<file path="config.mk">
export PLATFORM = sky130hd
export DESIGN_NAME = cvc_top
export DESIGN_NICKNAME = d
export VERILOG_FILES = /design/src/rtl/cvc_pkg.sv /design/src/rtl/cvc_wr_seq.sv /design/src/rtl/cvc_dload.sv /design/src/rtl/cvc_regfile.sv /design/src/rtl/cvc_rdmux.sv /design/src/rtl/cvc_top.sv
export SDC_FILE = /design/constraint.sdc
export NUM_CORES = 1
export LEC_CHECK = 0
export BUFFER_PORTS_ARGS = -buffer_cell sky130_fd_sc_hd__buf_2
export CORE_MARGIN = 4
export CORE_UTILIZATION = 55
export CTS_CLUSTER_SIZE = 14
export DETAILED_ROUTE_END_ITERATION = 16
export MAX_ROUTING_LAYER = met4
export PLACE_DENSITY = 0.78
export SETUP_SLACK_MARGIN = 0.4
export SLEW_MARGIN = 30
export SYNTH_ARGS = -nofsm -noshare
export SYNTH_HDL_FRONTEND = slang
export SYNTH_HIERARCHICAL = 1
export SYNTH_SLANG_ARGS = --single-unit
export TNS_END_PERCENT = 1
</file>
<file path="constraint.sdc">
create_clock -name clk -period 3.3 [get_ports clk]
set_clock_uncertainty 0.15 [all_clocks]
set_input_delay 0 -clock clk [delete_from_list [all_inputs] [get_ports clk]]
set_output_delay 0 -clock clk [all_outputs]
set_load 0.05 [all_outputs]
</file>
<file path="src/rtl/cvc_pkg.sv">
package cvc_pkg;

    localparam int WORD_W = 16;

    localparam logic [WORD_W-1:0] ADDR_CTRL1  = 16'h0001;
    localparam logic [WORD_W-1:0] ADDR_CTRL2  = 16'h0002;
    localparam logic [WORD_W-1:0] ADDR_GAIN   = 16'h0003;
    localparam logic [WORD_W-1:0] ADDR_OFFSET = 16'h0004;
    localparam logic [WORD_W-1:0] ADDR_OVR    = 16'h0005;

    localparam logic [WORD_W-1:0] CTRL1_RST  = 16'h001A;
    localparam logic [WORD_W-1:0] CTRL2_RST  = 16'h009B;
    localparam logic [WORD_W-1:0] GAIN_RST   = 16'h4000;
    localparam logic [WORD_W-1:0] OFFSET_RST = 16'h0000;
    localparam logic [WORD_W-1:0] OVR_RST    = 16'h7FFF;

    localparam logic [2:0] DEC_MAX = 3'd5;

    typedef enum logic [2:0] {
        SRC_CONV, SRC_OVR, SRC_GAIN, SRC_OFF, SRC_STAT
    } rd_src_e;

    typedef enum logic [1:0] {
        PH_ADDR, PH_DATA, PH_COEF
    } wr_phase_e;

    typedef struct packed {
        logic       dl;
        logic [3:0] rsel;
        logic       rsvd;
        logic       sync;
        logic [3:0] flen;
        logic       f3_en;
        logic       f1_en;
        logic [2:0] dec;
    } ctrl1_t;

    typedef struct packed {
        logic [9:0] rsvd_hi;
        logic       cdiv;
        logic       rsvd4;
        logic       pd;
        logic       lpwr;
        logic       one;
        logic       amp_pd;
    } ctrl2_t;

    function automatic rd_src_e rsel_decode(input logic [3:0] r);
        case (r)
            4'b1000: return SRC_OVR;
            4'b0100: return SRC_GAIN;
            4'b0010: return SRC_OFF;
            4'b0001: return SRC_STAT;
            default: return SRC_CONV;
        endcase
    endfunction

    function automatic logic rsel_multi(input logic [3:0] r);
        return (r & (r - 4'd1)) != 4'd0;
    endfunction

endpackage

</file>
<file path="src/rtl/cvc_wr_seq.sv">
module cvc_wr_seq
    import cvc_pkg::*;
(
    input  logic              clk,
    input  logic              rst,
    input  logic              wr_valid,
    input  logic [WORD_W-1:0] wr_word,
    input  logic              last_coef,
    output logic              reg_we,
    output logic [WORD_W-1:0] reg_addr,
    output logic              coef_beat,
    output logic              dl_start,
    output logic              dl_active
);
    wr_phase_e         phase_q;
    logic [WORD_W-1:0] addr_q;

    assign reg_we    = wr_valid && (phase_q == PH_DATA);
    assign coef_beat = wr_valid && (phase_q == PH_COEF);
    assign reg_addr  = addr_q;
    assign dl_start  = reg_we && (addr_q == ADDR_CTRL1) && wr_word[WORD_W-1];
    assign dl_active = (phase_q == PH_COEF);

    always_ff @(posedge clk) begin
        if (rst) begin
            phase_q <= PH_ADDR;
            addr_q  <= '0;
        end else if (wr_valid) begin
            case (phase_q)
                PH_ADDR: begin
                    addr_q  <= wr_word;
                    phase_q <= PH_DATA;
                end
                PH_DATA: phase_q <= dl_start ? PH_COEF : PH_ADDR;
                PH_COEF: if (last_coef) phase_q <= PH_ADDR;
                default: phase_q <= PH_ADDR;
            endcase
        end
    end
endmodule

</file>
<file path="src/rtl/cvc_dload.sv">
module cvc_dload
    import cvc_pkg::*;
#(
    parameter int LEN_W     = 4,
    parameter int COEF_STEP = 8,
    parameter int CNT_W     = 8
) (
    input  logic              clk,
    input  logic              rst,
    input  logic              dl_start,
    input  logic [LEN_W-1:0]  flen,
    input  logic              coef_beat,
    input  logic [WORD_W-1:0] word,
    output logic              last_coef,
    output logic              coef_we,
    output logic [CNT_W-1:0]  coef_addr,
    output logic [WORD_W-1:0] coef_data,
    output logic              commit,
    output logic              csum_bad
);
    logic [CNT_W-1:0]  cnt_q;
    logic [CNT_W-1:0]  idx_q;
    logic [WORD_W-1:0] sum_q;

    assign last_coef = (cnt_q == '0);

    always_ff @(posedge clk) begin
        if (rst) begin
            cnt_q     <= '0;
            idx_q     <= '0;
            sum_q     <= '0;
            coef_we   <= 1'b0;
            coef_addr <= '0;
            coef_data <= '0;
            commit    <= 1'b0;
            csum_bad  <= 1'b0;
        end else begin
            coef_we  <= 1'b0;
            commit   <= 1'b0;
            csum_bad <= 1'b0;
            if (dl_start) begin
                cnt_q <= CNT_W'((int'(flen) + 1) * COEF_STEP);
                idx_q <= '0;
                sum_q <= '0;
            end else if (coef_beat) begin
                if (!last_coef) begin
                    coef_we   <= 1'b1;
                    coef_addr <= idx_q;
                    coef_data <= word;
                    idx_q     <= idx_q + 1'b1;
                    sum_q     <= sum_q + word;
                    cnt_q     <= cnt_q - 1'b1;
                end else if (word == sum_q) begin
                    commit <= 1'b1;
                end else begin
                    csum_bad <= 1'b1;
                end
            end
        end
    end
endmodule

</file>
<file path="src/rtl/cvc_regfile.sv">
module cvc_regfile
    import cvc_pkg::*;
(
    input  logic              clk,
    input  logic              rst,
    input  logic              reg_we,
    input  logic [WORD_W-1:0] reg_addr,
    input  logic [WORD_W-1:0] reg_data,
    input  logic              rd_req,
    input  logic              commit,
    input  logic              csum_bad,
    output logic [2:0]        dec_code,
    output logic              filt1_en,
    output logic              filt3_en,
    output logic [3:0]        filt_len,
    output logic              clk_div1,
    output logic              pwr_down,
    output logic              low_pwr,
    output logic              amp_pwr_down,
    output logic              sync_pulse,
    output logic [WORD_W-1:0] gain_val,
    output logic [WORD_W-1:0] offset_val,
    output logic [WORD_W-1:0] ovr_thresh,
    output rd_src_e           rd_src,
    output logic [WORD_W-1:0] status_word
);
    ctrl1_t            c1_in;
    ctrl2_t            c2_cur;
    logic [WORD_W-1:0] ctrl2_q;
    logic              sel_err_q, dec_err_q, csum_err_q, user_q;
    logic              wr_c1;
    logic              unused_bits;

    assign c1_in       = ctrl1_t'(reg_data);
    assign c2_cur      = ctrl2_t'(ctrl2_q);
    assign wr_c1       = reg_we && (reg_addr == ADDR_CTRL1);
    assign unused_bits = ^{c1_in.dl, c1_in.rsvd, c2_cur.rsvd_hi, c2_cur.rsvd4, c2_cur.one};

    assign clk_div1     = c2_cur.cdiv;
    assign pwr_down     = c2_cur.pd;
    assign low_pwr      = c2_cur.lpwr;
    assign amp_pwr_down = c2_cur.amp_pd;
    assign status_word  = {{(WORD_W-4){1'b0}}, user_q, csum_err_q, dec_err_q, sel_err_q};

    always_ff @(posedge clk) begin
        if (rst) begin
            dec_code   <= CTRL1_RST[2:0];
            filt1_en   <= CTRL1_RST[3];
            filt3_en   <= CTRL1_RST[4];
            filt_len   <= CTRL1_RST[8:5];
            ctrl2_q    <= CTRL2_RST;
            gain_val   <= GAIN_RST;
            offset_val <= OFFSET_RST;
            ovr_thresh <= OVR_RST;
            rd_src     <= SRC_CONV;
            sel_err_q  <= 1'b0;
            dec_err_q  <= 1'b0;
            csum_err_q <= 1'b0;
            user_q     <= 1'b0;
            sync_pulse <= 1'b0;
        end else begin
            sync_pulse <= 1'b0;
            if (rd_req) begin
                rd_src <= SRC_CONV;
                if (rd_src == SRC_STAT) begin
                    sel_err_q  <= 1'b0;
                    dec_err_q  <= 1'b0;
                    csum_err_q <= 1'b0;
                end
            end
            if (commit)   user_q     <= 1'b1;
            if (csum_bad) csum_err_q <= 1'b1;
            if (wr_c1) begin
                filt_len   <= c1_in.flen;
                filt3_en   <= c1_in.f3_en;
                filt1_en   <= c1_in.f1_en;
                sync_pulse <= c1_in.sync;
                rd_src     <= rsel_decode(c1_in.rsel);
                if (rsel_multi(c1_in.rsel)) sel_err_q <= 1'b1;
                if (c1_in.dec <= DEC_MAX) dec_code  <= c1_in.dec;
                else                      dec_err_q <= 1'b1;
            end
            if (reg_we && reg_addr == ADDR_CTRL2)  ctrl2_q    <= reg_data;
            if (reg_we && reg_addr == ADDR_GAIN)   gain_val   <= reg_data;
            if (reg_we && reg_addr == ADDR_OFFSET) offset_val <= reg_data;
            if (reg_we && reg_addr == ADDR_OVR)    ovr_thresh <= reg_data;
        end
    end
endmodule

</file>
<file path="src/rtl/cvc_rdmux.sv">
module cvc_rdmux
    import cvc_pkg::*;
(
    input  logic              clk,
    input  logic              rst,
    input  logic              rd_req,
    input  rd_src_e           rd_src,
    input  logic [WORD_W-1:0] conv_data,
    input  logic [WORD_W-1:0] gain_val,
    input  logic [WORD_W-1:0] offset_val,
    input  logic [WORD_W-1:0] ovr_thresh,
    input  logic [WORD_W-1:0] status_word,
    output logic              rd_valid,
    output logic [WORD_W-1:0] rd_data
);
    logic [WORD_W-1:0] sel_d;

    always_comb begin
        case (rd_src)
            SRC_OVR:  sel_d = ovr_thresh;
            SRC_GAIN: sel_d = gain_val;
            SRC_OFF:  sel_d = offset_val;
            SRC_STAT: sel_d = status_word;
            default:  sel_d = conv_data;
        endcase
    end

    always_ff @(posedge clk) begin
        if (rst) begin
            rd_valid <= 1'b0;
            rd_data  <= '0;
        end else begin
            rd_valid <= rd_req;
            if (rd_req) rd_data <= sel_d;
        end
    end
endmodule

</file>
<file path="src/rtl/cvc_top.sv">
module cvc_top
    import cvc_pkg::*;
#(
    parameter int LEN_W     = 4,
    parameter int COEF_STEP = 8,
    localparam int CNT_W    = $clog2(((1 << LEN_W) * COEF_STEP) + 1)
) (
    input  logic              clk,
    input  logic              rst,
    input  logic              wr_valid,
    input  logic [15:0]       wr_word,
    input  logic              rd_req,
    input  logic [15:0]       conv_data,
    output logic              rd_valid,
    output logic [15:0]       rd_data,
    output logic [2:0]        dec_code,
    output logic              filt1_en,
    output logic              filt3_en,
    output logic [3:0]        filt_len,
    output logic              clk_div1,
    output logic              pwr_down,
    output logic              low_pwr,
    output logic              amp_pwr_down,
    output logic              sync_pulse,
    output logic [15:0]       gain_val,
    output logic [15:0]       offset_val,
    output logic [15:0]       ovr_thresh,
    output logic              dl_busy,
    output logic              coef_we,
    output logic [CNT_W-1:0]  coef_addr,
    output logic [15:0]       coef_data,
    output logic              coef_commit
);
    logic              reg_we, coef_beat, dl_start, last_coef, csum_bad;
    logic [WORD_W-1:0] reg_addr, status_word;
    rd_src_e           rd_src;

    cvc_wr_seq u_seq (
        .clk(clk), .rst(rst), .wr_valid(wr_valid), .wr_word(wr_word),
        .last_coef(last_coef), .reg_we(reg_we), .reg_addr(reg_addr),
        .coef_beat(coef_beat), .dl_start(dl_start), .dl_active(dl_busy)
    );

    cvc_dload #(.LEN_W(LEN_W), .COEF_STEP(COEF_STEP), .CNT_W(CNT_W)) u_dload (
        .clk(clk), .rst(rst), .dl_start(dl_start), .flen(wr_word[5 +: LEN_W]),
        .coef_beat(coef_beat), .word(wr_word), .last_coef(last_coef),
        .coef_we(coef_we), .coef_addr(coef_addr), .coef_data(coef_data),
        .commit(coef_commit), .csum_bad(csum_bad)
    );

    cvc_regfile u_regs (
        .clk(clk), .rst(rst), .reg_we(reg_we), .reg_addr(reg_addr),
        .reg_data(wr_word), .rd_req(rd_req), .commit(coef_commit),
        .csum_bad(csum_bad), .dec_code(dec_code), .filt1_en(filt1_en),
        .filt3_en(filt3_en), .filt_len(filt_len), .clk_div1(clk_div1),
        .pwr_down(pwr_down), .low_pwr(low_pwr), .amp_pwr_down(amp_pwr_down),
        .sync_pulse(sync_pulse), .gain_val(gain_val), .offset_val(offset_val),
        .ovr_thresh(ovr_thresh), .rd_src(rd_src), .status_word(status_word)
    );

    cvc_rdmux u_rd (
        .clk(clk), .rst(rst), .rd_req(rd_req), .rd_src(rd_src),
        .conv_data(conv_data), .gain_val(gain_val), .offset_val(offset_val),
        .ovr_thresh(ovr_thresh), .status_word(status_word),
        .rd_valid(rd_valid), .rd_data(rd_data)
    );
endmodule

</file>
### Word level (Yosys, flattened, before mapping)

Index checks and enable logic that the tools add are counted.

* output and inout port bits: 106
* word-level logic and storage cells: 106
* input bits: 36
* flip-flop bits (word level): 165
* bits in read-only memories: 0
* latch bits: 0
* memories: 0
* bits in writable memories: 0

* multiplexer cells: 24
* bitwise gates (word level): 5
* $lt $le $gt $ge: 1
* $add $sub $neg: 5
* div/mod/pow operators: 0
* reduce and logical (&&, ||, !) cells: 26
* shift operators: 0
* eq/ne operators: 18
* $mul: 0

Operator list (count)
* $pmux W16 S4: 1
* $eq A16 B2 Y1 const B: 2
* $eq A16 B3 Y1 const B: 2
* $mux W8: 3
* $add A16 B16 Y16: 1
* $eq A16 B1 Y1 const B: 1
* $eq A16 B16 Y1: 1
* $mux W1: 14
* $pmux W3 S4: 1
* $reduce_and A2 Y1: 6
* $add A8 B1 Y8 const B: 1
* $logic_and A1 B1 Y1: 8
* $logic_not A8 Y1: 1
* $reduce_bool A2 Y1: 4
* $sub A8 B1 Y8 const B: 1
* $eq A3 B2 Y1 const B: 2
* $mux W3: 2
* $pmux W2 S3: 1
* $add A4 B1 Y5 const B: 1
* $and A4 B4 Y4: 1
* $eq A4 B1 Y1 const B: 1
* $eq A4 B2 Y1 const B: 1
* $eq A4 B3 Y1 const B: 1
* $eq A4 B4 Y1 const B: 1
* 15 further kinds: 21

### Depth between registers and ports, before layout

Gate-level depths: netlist (run 1).

* word-level depth: 6
* gate-level depth with buffers: 10
* mapped depth without buffers: 8

### Hierarchy

Netlist (run 1), hierarchy kept.

By module, submodules not included
* cvc_dload: area an instance 3046.7 um2, times used 1, cells each 372
* cvc_regfile: area an instance 2992.9 um2, times used 1, cells each 340
* cvc_rdmux: area an instance 1286.2 um2, times used 1, cells each 158
* cvc_wr_seq: area an instance 752.0 um2, times used 1, cells each 93

### Least setup slack after synthesis (run 1)

No wires, ideal clock.

* path type: reg-to-reg
* start: register u_seq.phase_q[1]
* end: register u_dload.coef_addr[0]
* data arrival time: 2345 ps
* buffers on the path: 1
* cell stages (with the launch flop): 8
* setup slack: 734 ps
* required time: 3079 ps
* cells stage by stage: dfxtp_1 -> nor2b_1 -> and2_1 -> o21ai_1 -> nor2_1 -> clkbuf_1 -> nand2_1 -> a21oi_1

RTL lines
* from (decl): RTL line cvc_wr_seq.sv:15 `wr_phase_e phase_q;`
* from (signal assigned): RTL line cvc_wr_seq.sv:34 `PH_DATA: phase_q <= dl_start ? PH_COEF : PH_ADDR;`
* $eq A2 B2 Y1
* via dl_busy: RTL line cvc_top.sv:28 `output logic dl_busy,`
* $logic_and A1 B1 Y1: RTL line cvc_wr_seq.sv:19 `assign coef_beat = wr_valid && (phase_q == PH_COEF);`
* via coef_beat: RTL line cvc_top.sv:34 `logic reg_we, coef_beat, dl_start, last_coef, csum_bad;`
* $reduce_and A3 Y1 (no source line)
* to (signal assigned): RTL line cvc_dload.sv:48 `coef_addr <= idx_q;`
* to (decl): RTL line cvc_dload.sv:16 `output logic [CNT_W-1:0] coef_addr,`

The timed path passes the listed nets, and every way through them passes these cells.
A chain may end at the register's enable or synchronous reset.

### Final worst setup path (run 1)

* start: input wr_word[0]
* end: register u_dload.sum_q[12]

* longest elaborated chain between the ends: 1

RTL lines
* from (decl): RTL line cvc_top.sv:11 `input logic [15:0] wr_word,`
* $add A16 B16 Y16: RTL line cvc_dload.sv:51 `sum_q <= sum_q + word;`
* to (signal assigned): RTL line cvc_dload.sv:51
* to (decl): RTL line cvc_dload.sv:23 `logic [WORD_W-1:0] sum_q;`

No other way between the ends.

==> results of run 1 <==
-- layout make-up --
class | instances | area share, %
Sequential cell | 163 | 34.2
Timing Repair Buffer | 186 | 11.9
Clock inverter | 10 | 1.64
Clock buffer | 22 | 4.76
Multi-Input combinational cell | 710 | 44.8
Tap cell | 184 | 2.41
Inverter | 8 | 0.315
-- where the power goes --
group          internal (uW)  switching, uW
clock                   1280            791
combinational            125            277
sequential              2000           28.4
-- kinds of logic after synthesis --
logic type | Yosys count | synth area share [%]
AO/OA/AOI/OAI | 228 | 18.0
XOR/XNOR | 27 | 2.93
adder cells (fa/ha/maj) | 21 | 3.31
buffers and inverters | 101 | 7.23
flip-flops | 163 | 40.4
multiplexers | 24 | 2.99
other | 1 | 0.0464
AND/OR/NAND/NOR | 398 | 25.1
-- worst paths after layout --
check / end / slack, ns / start / cells past startpoint
setup / recovery: u_dload/sum_q[12] / 0.66 / wr_word[0] / 10
hold / removal: u_rd/rd_data[9] / 0.05 / rd_req / 2
setup reg to reg: u_regs/offset_val[7] / 0.67 / u_seq/phase_q[0] / 5
hold reg to reg: u_regs/csum_err_q / 0.29 / u_dload/csum_bad / 2
-- metrics by stage --
stage	power [uW]	std cells	setup WS (ns)
3_5_place_dp	2430	1216	0.611
3_3_place_gp	2430	1216	0.691
2_1_floorplan	2330	974	0.734
4_1_cts	4500	1282	0.585
5_1_grt	4630	1283	0.426
6_report	4500	1283	0.664
-- layer usage --
layer | vias to the layer above | routed length, microns | GRT usage, %
met2 | 321 | 11500 | 45.8
met3 | 56 | 1720 | 5.56
met5 | - | 0 | -
met4 | 0 | 760 | 10.9
met1 | 3743 | 10300 | 37.4
li1 | 3638 | - | -
-- registers in the layout, summed over array words and instances, names as in the netlist, 16 cells and up --
signal	count
u_dload/sum_q	16
u_regs/gain_val	16
u_rd/rd_data	16
u_dload/coef_data	16
u_regs/ovr_thresh	16
u_seq/reg_addr	16
u_regs/offset_val	16
-- placed cells by master, fill, tap and decap left out, types with 6 or more instances in the layout --
cell type and count:
a22oi_1 15, xnor2_1 15, buf_4 11, mux2i_1 23
dfxtp_1 163, dlygate4sd3_1 34, inv_1 7, clkbuf_16 17
o221a_1 10, o21ai_0 38, a21oi_1 106, nor3_1 24
nor2_1 120, nand4_1 17, conb_1 12, xor2_1 12
nand2_1 121, a211oi_1 6, nor4_2 10, nor4b_1 6
a21o_1 6, buf_2 140, nor4_1 16, a31o_2 17
ha_1 19, and4_1 6, nand3_1 36
==> results.cfg, run 1 <==
[setup_path]
critPathLaunchType = primary input
crit_family = compound AO/OA/AOI/OAI gates
cpPeakStageDelay_ns = 0.53
worstPathRequired_ns = 3.47
worstPathMaxFanout = 6
arrival_ns = 2.80
path_class = in2reg
endpoint_kind = flip-flop
slowest_stage = dlygate4sd3_1
crit_chain = dlygate4sd3_1 > buf_2 > ha_1 > fa_1 > a21o_1 > a311oi_1 > nor3_1 > o31ai_1 > nor4_1 > a211o_1
path_buf_inv = 2

[timing]
period_share_pct = 79.9
setup_viol = 0
finalHoldViolations = 0
worstMarginPinSlew_ns = 0.918
final-max-slew-violation-count = 0
rsz0062_at_grt = false
period_minus_slack_ns = 2.64
fmax_mhz = 379
hold_slack_ns = 0.0510
tns_ns = 0
relSlewSlack_pct = 38.5

[pwr]
power_density_mw_per_mm2 = 472
ir_drop_v = 0.000350
p_leak_uw = 0.00390

[synthesis]
synth_top_area_share_pct = 40.4
ys_seq_area_share_pct = 40.4
avgSynthCellArea_sq_um = 8.39
synthesis.area_sq_mm = 0.00808
synth.most_common_cell = dfxtp_1
synthArstFlopShare_pct = 0
synth_edf_count = 0
ys_seq_elements = 163
synth.distinct_cells = 74
yosysWarnings = 6
synth-main-ff-cell = dfxtp_1
syn-instance-count = 963
synth_commonest_cells = dfxtp_1, nand2_1, nor2_1, a21oi_1, clkbuf_1
synth_top_area_cell = dfxtp_1
synthTopCellsByArea = dfxtp_1, a21oi_1, nand2_1

[global_route]
grt_pass1_vias = 7072
grt-ovfl-total = 0
grt_usage_pct = 29.1
grt_first_pass_wirelength_mm = 37.3
grt_max_degree = 81
antenna_found_initial = 0

[route]
detail_route.drc_violations = 0
via_per_inst = 6.05
drtIter0Drc = 894
drt-pass1-iter-count = 6
vias = 7758
post_drt_wl_per_cell_microns = 18.9
drt_wl_total_mm = 24.2
ant_nets = 0

[cells_and_area]
final_nets = 1142
drive_above_1_share_pct = 20.9
fin_util_pct = 65.9
antenna_cells = 0
fin_area_sq_mm = 0.00954
seqCellArea_sq_mm = 0.00326
area_growth_pct = 18.2
multiInputGateArea_sq_mm = 0.00427
fillCellCount = 1191

[clocking]
postCtsHoldBufs = 34
clkSinkCount = 163
clkLatencyLatePin_ns = 0.43
cts.repair.resized = 0
htreeDepth = 4
postCtsSetupRepairBufs = 0
numCtsBuffers = 17
cts_tree = yes
clk_pin_slew_ns = 0.06
clockBufferDepth = 2
cts-root-buf = clkbuf_16

[floorplanning]
io_pins = 142
die_h_microns = 129
num_rows = 44
fp.dieArea_sq_mm = 0.0167
dieWidth_microns = 129
coreArea_sq_mm = 0.0145
start_util_pct = 55.8

[placed_design]
dpl_cell_area_sq_mm = 0.00858
port-buffer-count = 141
gp_congestion = 0.883
hpwl_mm = 15.9

[outcome]
outcome = finished clean

[hold_path]
hold_class = in2reg

[run]
max-cap-violations = 0
Power figures use the tool's default switching activity.
==> inputs of run 2 (changes only) <==
--- a/config.mk
+++ b/config.mk
@@ -7,11 +7,11 @@
 export LEC_CHECK = 0
 export BUFFER_PORTS_ARGS = -buffer_cell sky130_fd_sc_hd__buf_2
 export CORE_MARGIN = 4
-export CORE_UTILIZATION = 55
+export CORE_UTILIZATION = 51
 export CTS_CLUSTER_SIZE = 14
 export DETAILED_ROUTE_END_ITERATION = 16
 export MAX_ROUTING_LAYER = met4
-export PLACE_DENSITY = 0.78
+export PLACE_DENSITY = 0.76
 export SETUP_SLACK_MARGIN = 0.4
 export SLEW_MARGIN = 30
 export SYNTH_ARGS = -nofsm -noshare
==> constraint.sdc (replaced) <==
create_clock -name clk -period 2.15 [get_ports clk]
set_clock_uncertainty 0.15 [all_clocks]
set_input_delay 0 -clock clk [delete_from_list [all_inputs] [get_ports clk]]
set_output_delay 0 -clock clk [all_outputs]
set_load 0.05 [all_outputs]
==> run 2 against run 1 <==
  * The flow now finishes with violations (hold timing, setup timing)
  * Register-to-register slack got worse by 0.87 ns
  * Combinational power grew 97%
  * Final area grew 19%
  * Die area up 7.3%
  * Hold slack got worse by 0.084 ns
  * Count of clock-buffer cells in the layout is 3 lower
  * First-iteration DRC count fell by 2.5%
  * Sequential power rose by 53%
  * Highest routed layer unchanged
==> results.cfg, run 2 (synthesis results as in run 1) <==
[clocking]
clockBufferDepth = 2
clkLatencyLatePin_ns = 0.42
clkSinkCount = 163
postCtsHoldBufs = 37
htreeDepth = 4
cts-root-buf = clkbuf_16
cts_tree = yes
numCtsBuffers = 17
clk_pin_slew_ns = 0.06

[global_route]
antenna_found_initial = 0
grt_first_pass_wirelength_mm = 42.9
grt_usage_pct = 30.9
grt_max_degree = 51
grt-ovfl-total = 0
grt_pass1_vias = 7963

[cells_and_area]
antenna_cells = 0
final_nets = 1217
fin_util_pct = 73.9
area_growth_pct = 40.7
layout_commonest_cell = dfxtp_1
fin_area_sq_mm = 0.0114
mostFrequentLayoutCells = dfxtp_1, buf_2, nor2_1
fin_cells = 1384
drive_above_1_share_pct = 40.8
fillCellCount = 1028

[floorplanning]
dieWidth_microns = 134
start_util_pct = 52.6
num_rows = 45
io_pins = 142
coreArea_sq_mm = 0.0154
fp.dieArea_sq_mm = 0.0179
die_h_microns = 134

[timing]
hold_slack_ns = -0.0335
period_share_pct = 109
worstMarginPinSlew_ns = 0.673
setup_viol = 3
finalHoldViolations = 4
final-max-slew-violation-count = 0
period_minus_slack_ns = 2.35
rsz0062_at_grt = true
fmax_mhz = 425
relSlewSlack_pct = 55.1
worst_slack_ns = -0.204

[setup_path]
rr_worst_depth = 8
critPathLaunchType = flip-flop
worstPathRequired_ns = 2.30
rr_endpoint = u_dload/sum_q[14]
endpoint_kind = flip-flop
arrival_ns = 2.50
worstPathMaxFanout = 3
path_class = reg2reg
cpPeakStageDelay_ns = 0.37
slowest_stage = o311a_1
r2r_start = u_dload/sum_q[0]
crit_chain = ha_4 > fa_2 > a21o_1 > a311oi_2 > nor3_2 > o311a_1 > mux2i_1 > nand3_1
reg2reg_slack_ns = -0.20

[route]
via_per_inst = 6.05
detail_route.drc_violations = 0
vias = 8374
ant_nets = 0
drt-pass1-iter-count = 6
drt_wl_total_mm = 28.5
post_drt_wl_per_cell_microns = 20.6
drtIter0Drc = 872

[placed_design]
dp.cells = 1316
gp_congestion = 0.923
pre_cts_slack_ns = -0.207
hpwl_mm = 18.0
dpl_cell_area_sq_mm = 0.00923
port-buffer-count = 141

[hold_path]
hold_depth = 5
hold_class = in2reg
min_from = wr_word[7]
min_to = u_dload/sum_q[8]

[pwr]
p_leak_uw = 0.00451
ir_drop_v = 0.000594
power_density_mw_per_mm2 = 585

[run]
max-cap-violations = 0

[outcome]
outcome = finished, violations left
violations = hold timing, setup timing
==> run 2: per-layer routing <==
metal / vias up / global-route usage, % / routed length [microns]
met5: - / - / 0
met4: 0 / 18.0 / 1590
met3: 104 / 5.66 / 2320
met2: 489 / 49.9 / 13600
met1: 3979 / 36.3 / 11000
li1: 3802 / - / -
==> run 2: through the flow <==
stage               power, uW  setup TNS (ns)
CTS                      6620          -0.282
global placement         3790          -0.319
global route             6850          -0.759
detailed placement       3800          -0.426
floorplan                3580          -0.893
finish                   6650          -0.431
==> run 2: worst max path at each step <==
stage                           from                end  depth (start not counted)
detailed placement  u_dload/sum_q[0]  u_dload/sum_q[12]                          8
global placement    u_dload/sum_q[0]  u_dload/sum_q[12]                          8
CTS                 u_dload/sum_q[0]  u_dload/sum_q[14]                          8
global route        u_dload/sum_q[0]  u_dload/sum_q[14]                          8
floorplan           u_dload/sum_q[0]  u_dload/sum_q[12]                          8
finish              u_dload/sum_q[0]  u_dload/sum_q[14]                          8
==> run 2: layout make-up <==
type	count	area, sq um	area share (%)
multi-input cells	710	5370	47.3
flip-flops and latches	163	3290	28.9
repair buffers	261	1880	16.6
clock buffers	19	443	3.90
well taps	211	264	2.32
clock inverters	12	82.6	0.727
inverters	8	33.8	0.297
==> run 2: critical path, delay by kind of cell (launching register included) <==
kind                     cells  cell delay [ns]
flip-flops                   1             0.34
AND/OR/NAND/NOR              2             0.20
multiplexers                 1             0.17
AO/OA/AOI/OAI                3             0.88
adder cells (fa/ha/maj)      2             0.50
==> run 2: where the power goes <==
group	leakage (uW)	total, uW	switching (uW)	internal (uW)
clock network	0.000256	2750	1250	1500
registers	0.00133	3110	46.0	3070
logic	0.00292	792	512	280
total	0.00451	6650	1800	4850
==> run 2: what timing repair did <==
action	in CTS	in global routing
endpoints found under the hold margin	106	2
endpoints found under the setup margin	137	142
buffers inserted	0	0
cloned	0	0
resized for setup	259	53
pin swaps	195	100
==> inputs of run 3 (changes only) <==
==> constraint.sdc (replaced) <==
create_clock -name clk -period 2.15 [get_ports clk]
set_clock_uncertainty 0.15 [all_clocks]
set_input_delay 0 -clock clk [delete_from_list [all_inputs] [get_ports clk]]
set_output_delay 0 -clock clk [all_outputs]
set_load 0.01 [all_outputs]
==> run 3 against run 2 <==
  * The flow still finishes with violations (hold timing, setup timing)
  * Register-to-register slack worse by 0.02 ns
  * Final area down 1.1%
  * Flip-flop and latch count unchanged
  * Largest power group is now the clock network
  * Utilization down 0.82 points
  * Sequential power about the same
  * Via count down 1.4%
  * Non-clock buffer count up 14
  * Global-route usage down 0.77 points
  * First-iteration DRC count down 13%
  * Sequential share of layout area up 0.29 points
==> results.cfg, run 3 (synthesis results as in run 1) <==
[outcome]
outcome = finished, violations left
violations = hold timing, setup timing

[route]
ant_nets = 0
drt-pass1-iter-count = 7
detail_route.drc_violations = 0
via_per_inst = 5.90
post_drt_wl_per_cell_microns = 19.7
drt_wl_total_mm = 27.5
vias = 8256
drtIter0Drc = 755

[pwr]
power_density_mw_per_mm2 = 617
internal_power_uw = 5120
switching_share_pct = 26.1
clockPowerShare_pct = 45.0
combPwrFrac_pct = 10.2
seq_power_share_pct = 44.7
ir_drop_v = 0.000571
p_leak_uw = 0.00450
p_sw_uw = 1810
finalPower_uw = 6940

[setup_path]
endpoint_kind = flip-flop
critPathLaunchType = flip-flop
path_class = reg2reg
worstPathMaxFanout = 3
arrival_ns = 2.55
worstPathRequired_ns = 2.33

[clocking]
clockBufferDepth = 2
postCtsHoldBufs = 41
clk_pin_slew_ns = 0.07
cts-root-buf = clkbuf_16
clkLatencyLatePin_ns = 0.44
numCtsBuffers = 17
cts_tree = yes
clkSinkCount = 163
htreeDepth = 4

[global_route]
grt-ovfl-total = 0
grt_util_met3_pct = 6.30
met1_usage_pct = 35.5
grt_usage_pct = 30.2
grt_util_met2_pct = 49.1
grt_pass1_vias = 7915
grt_max_degree = 108
grt.busiest_layer = met2
antenna_found_initial = 0
grt_first_pass_wirelength_mm = 41.8

[cells_and_area]
fin_util_pct = 73.1
multiInputGateArea_sq_mm = 0.00507
fillCellCount = 1054
antenna_cells = 0
final_nets = 1231
seqCellArea_sq_mm = 0.00328
fin_cells = 1399
layout_commonest_cell = dfxtp_1
drive_above_1_share_pct = 40.0
area_growth_pct = 39.1
mostFrequentLayoutCells = dfxtp_1, buf_2, nor2_1

[floorplanning]
num_rows = 45
coreArea_sq_mm = 0.0154
fp.dieArea_sq_mm = 0.0179
start_util_pct = 52.6
dieWidth_microns = 134
die_h_microns = 134
io_pins = 142

[placed_design]
hpwl_mm = 17.9
dp.cells = 1325
gp_congestion = 0.931
port-buffer-count = 141
pre_cts_slack_ns = -0.234

[timing]
worstMarginPinSlew_ns = 0.815
worst_slack_ns = -0.222
period_share_pct = 110
final-max-slew-violation-count = 0
relSlewSlack_pct = 45.5
rsz0062_at_grt = true
fmax_mhz = 422
hold_slack_ns = -0.0730
setup_viol = 5
period_minus_slack_ns = 2.37
finalHoldViolations = 1

[run]
max-cap-violations = 0

[hold_path]
hold_class = in2reg
[run 3: changes by cell type in the layout (fill, tap and decap cells not counted), moves of 6 or more]
| cell | before | now |
|---|---|---|
| a21oi_2 | 25 | 16 |
| a31o_2 | 2 | 14 |
| a22oi_2 | 2 | 15 |
| a21oi_1 | 79 | 88 |
| nor3_1 | 9 | 15 |
| buf_4 | 55 | 65 |
| a22oi_1 | 13 | 0 |
| dfxtp_2 | 13 | 7 |
| nand2_4 | 16 | 10 |
| a31o_4 | 15 | 3 |
[run 3: path summary, 6_finish.rpt]
path                                           end               start  cells after the start  slack, ns
worst max-delay path             u_dload/sum_q[12]    u_dload/sum_q[0]                      8      -0.22
worst min-delay path              u_dload/sum_q[1]          wr_word[1]                      4      -0.07
worst max register to register   u_dload/sum_q[12]    u_dload/sum_q[0]                      8      -0.22
worst min register to register  u_regs/dec_code[2]  u_regs/dec_code[2]                      1       0.30
[run 3: repair_timing]
| action | 4_1_cts | 5_1_grt |
|---|---|---|
| resized for setup | 209 | 40 |
| pin swaps | 198 | 113 |
| setup buffers | 1 | 0 |
| hold endpoints to repair | 106 | 1 |
| setup endpoints to repair | 142 | 142 |
[run 3: area by class of cell]
class	count	share of cell area [%]
multi-input cells	710	45.2
clock inverters	14	1.49
clock buffers	18	3.91
well taps	211	2.35
flip-flops and latches	163	29.2
repair buffers	275	17.6
inverters	8	0.267
[run 3: metal layers]
| metal | up-vias | share of wire [%] |
|---|---|---|
| li1 | 3825 | - |
| met1 | 3934 | 40 |
| met2 | 407 | 48 |
| met3 | 90 | 7.6 |
| met4 | 0 | 4.4 |
| met5 | - | 0 |
[run 3: power by group through the flow]
stage                     clock network (uW)  logic [uW]  registers (uW)
after floorplan                            0         324            3180
after global placement                     0         562            3160
after detailed placement                   0         569            3170
after CTS                               3140         674            3100
after global routing                    3270         755            3110
final                                   3120         710            3100
[run 3: per-stage QoR]
stage / TNS (ns) / instance area [sq um] / hold slack [ns]
after floorplan: -0.893 / 8130 / -0.0510
after global placement: -0.411 / 9300 / 0.147
after detailed placement: -0.438 / 9300 / 0.152
after CTS: -0.584 / 11100 / -0.0702
after global routing: -1.00 / 11200 / -0.0578
final: -0.552 / 11200 / -0.0730
[run 3: critical path, stage by stage (launching register included)]
cell and delay [ns]:
dfxtp_1 0.32, ha_2 0.18, fa_2 0.36, a21o_1 0.21, a311oi_2 0.33, nor3_2 0.12
o31ai_2 0.26, nor4_1 0.08, a211o_1 0.27
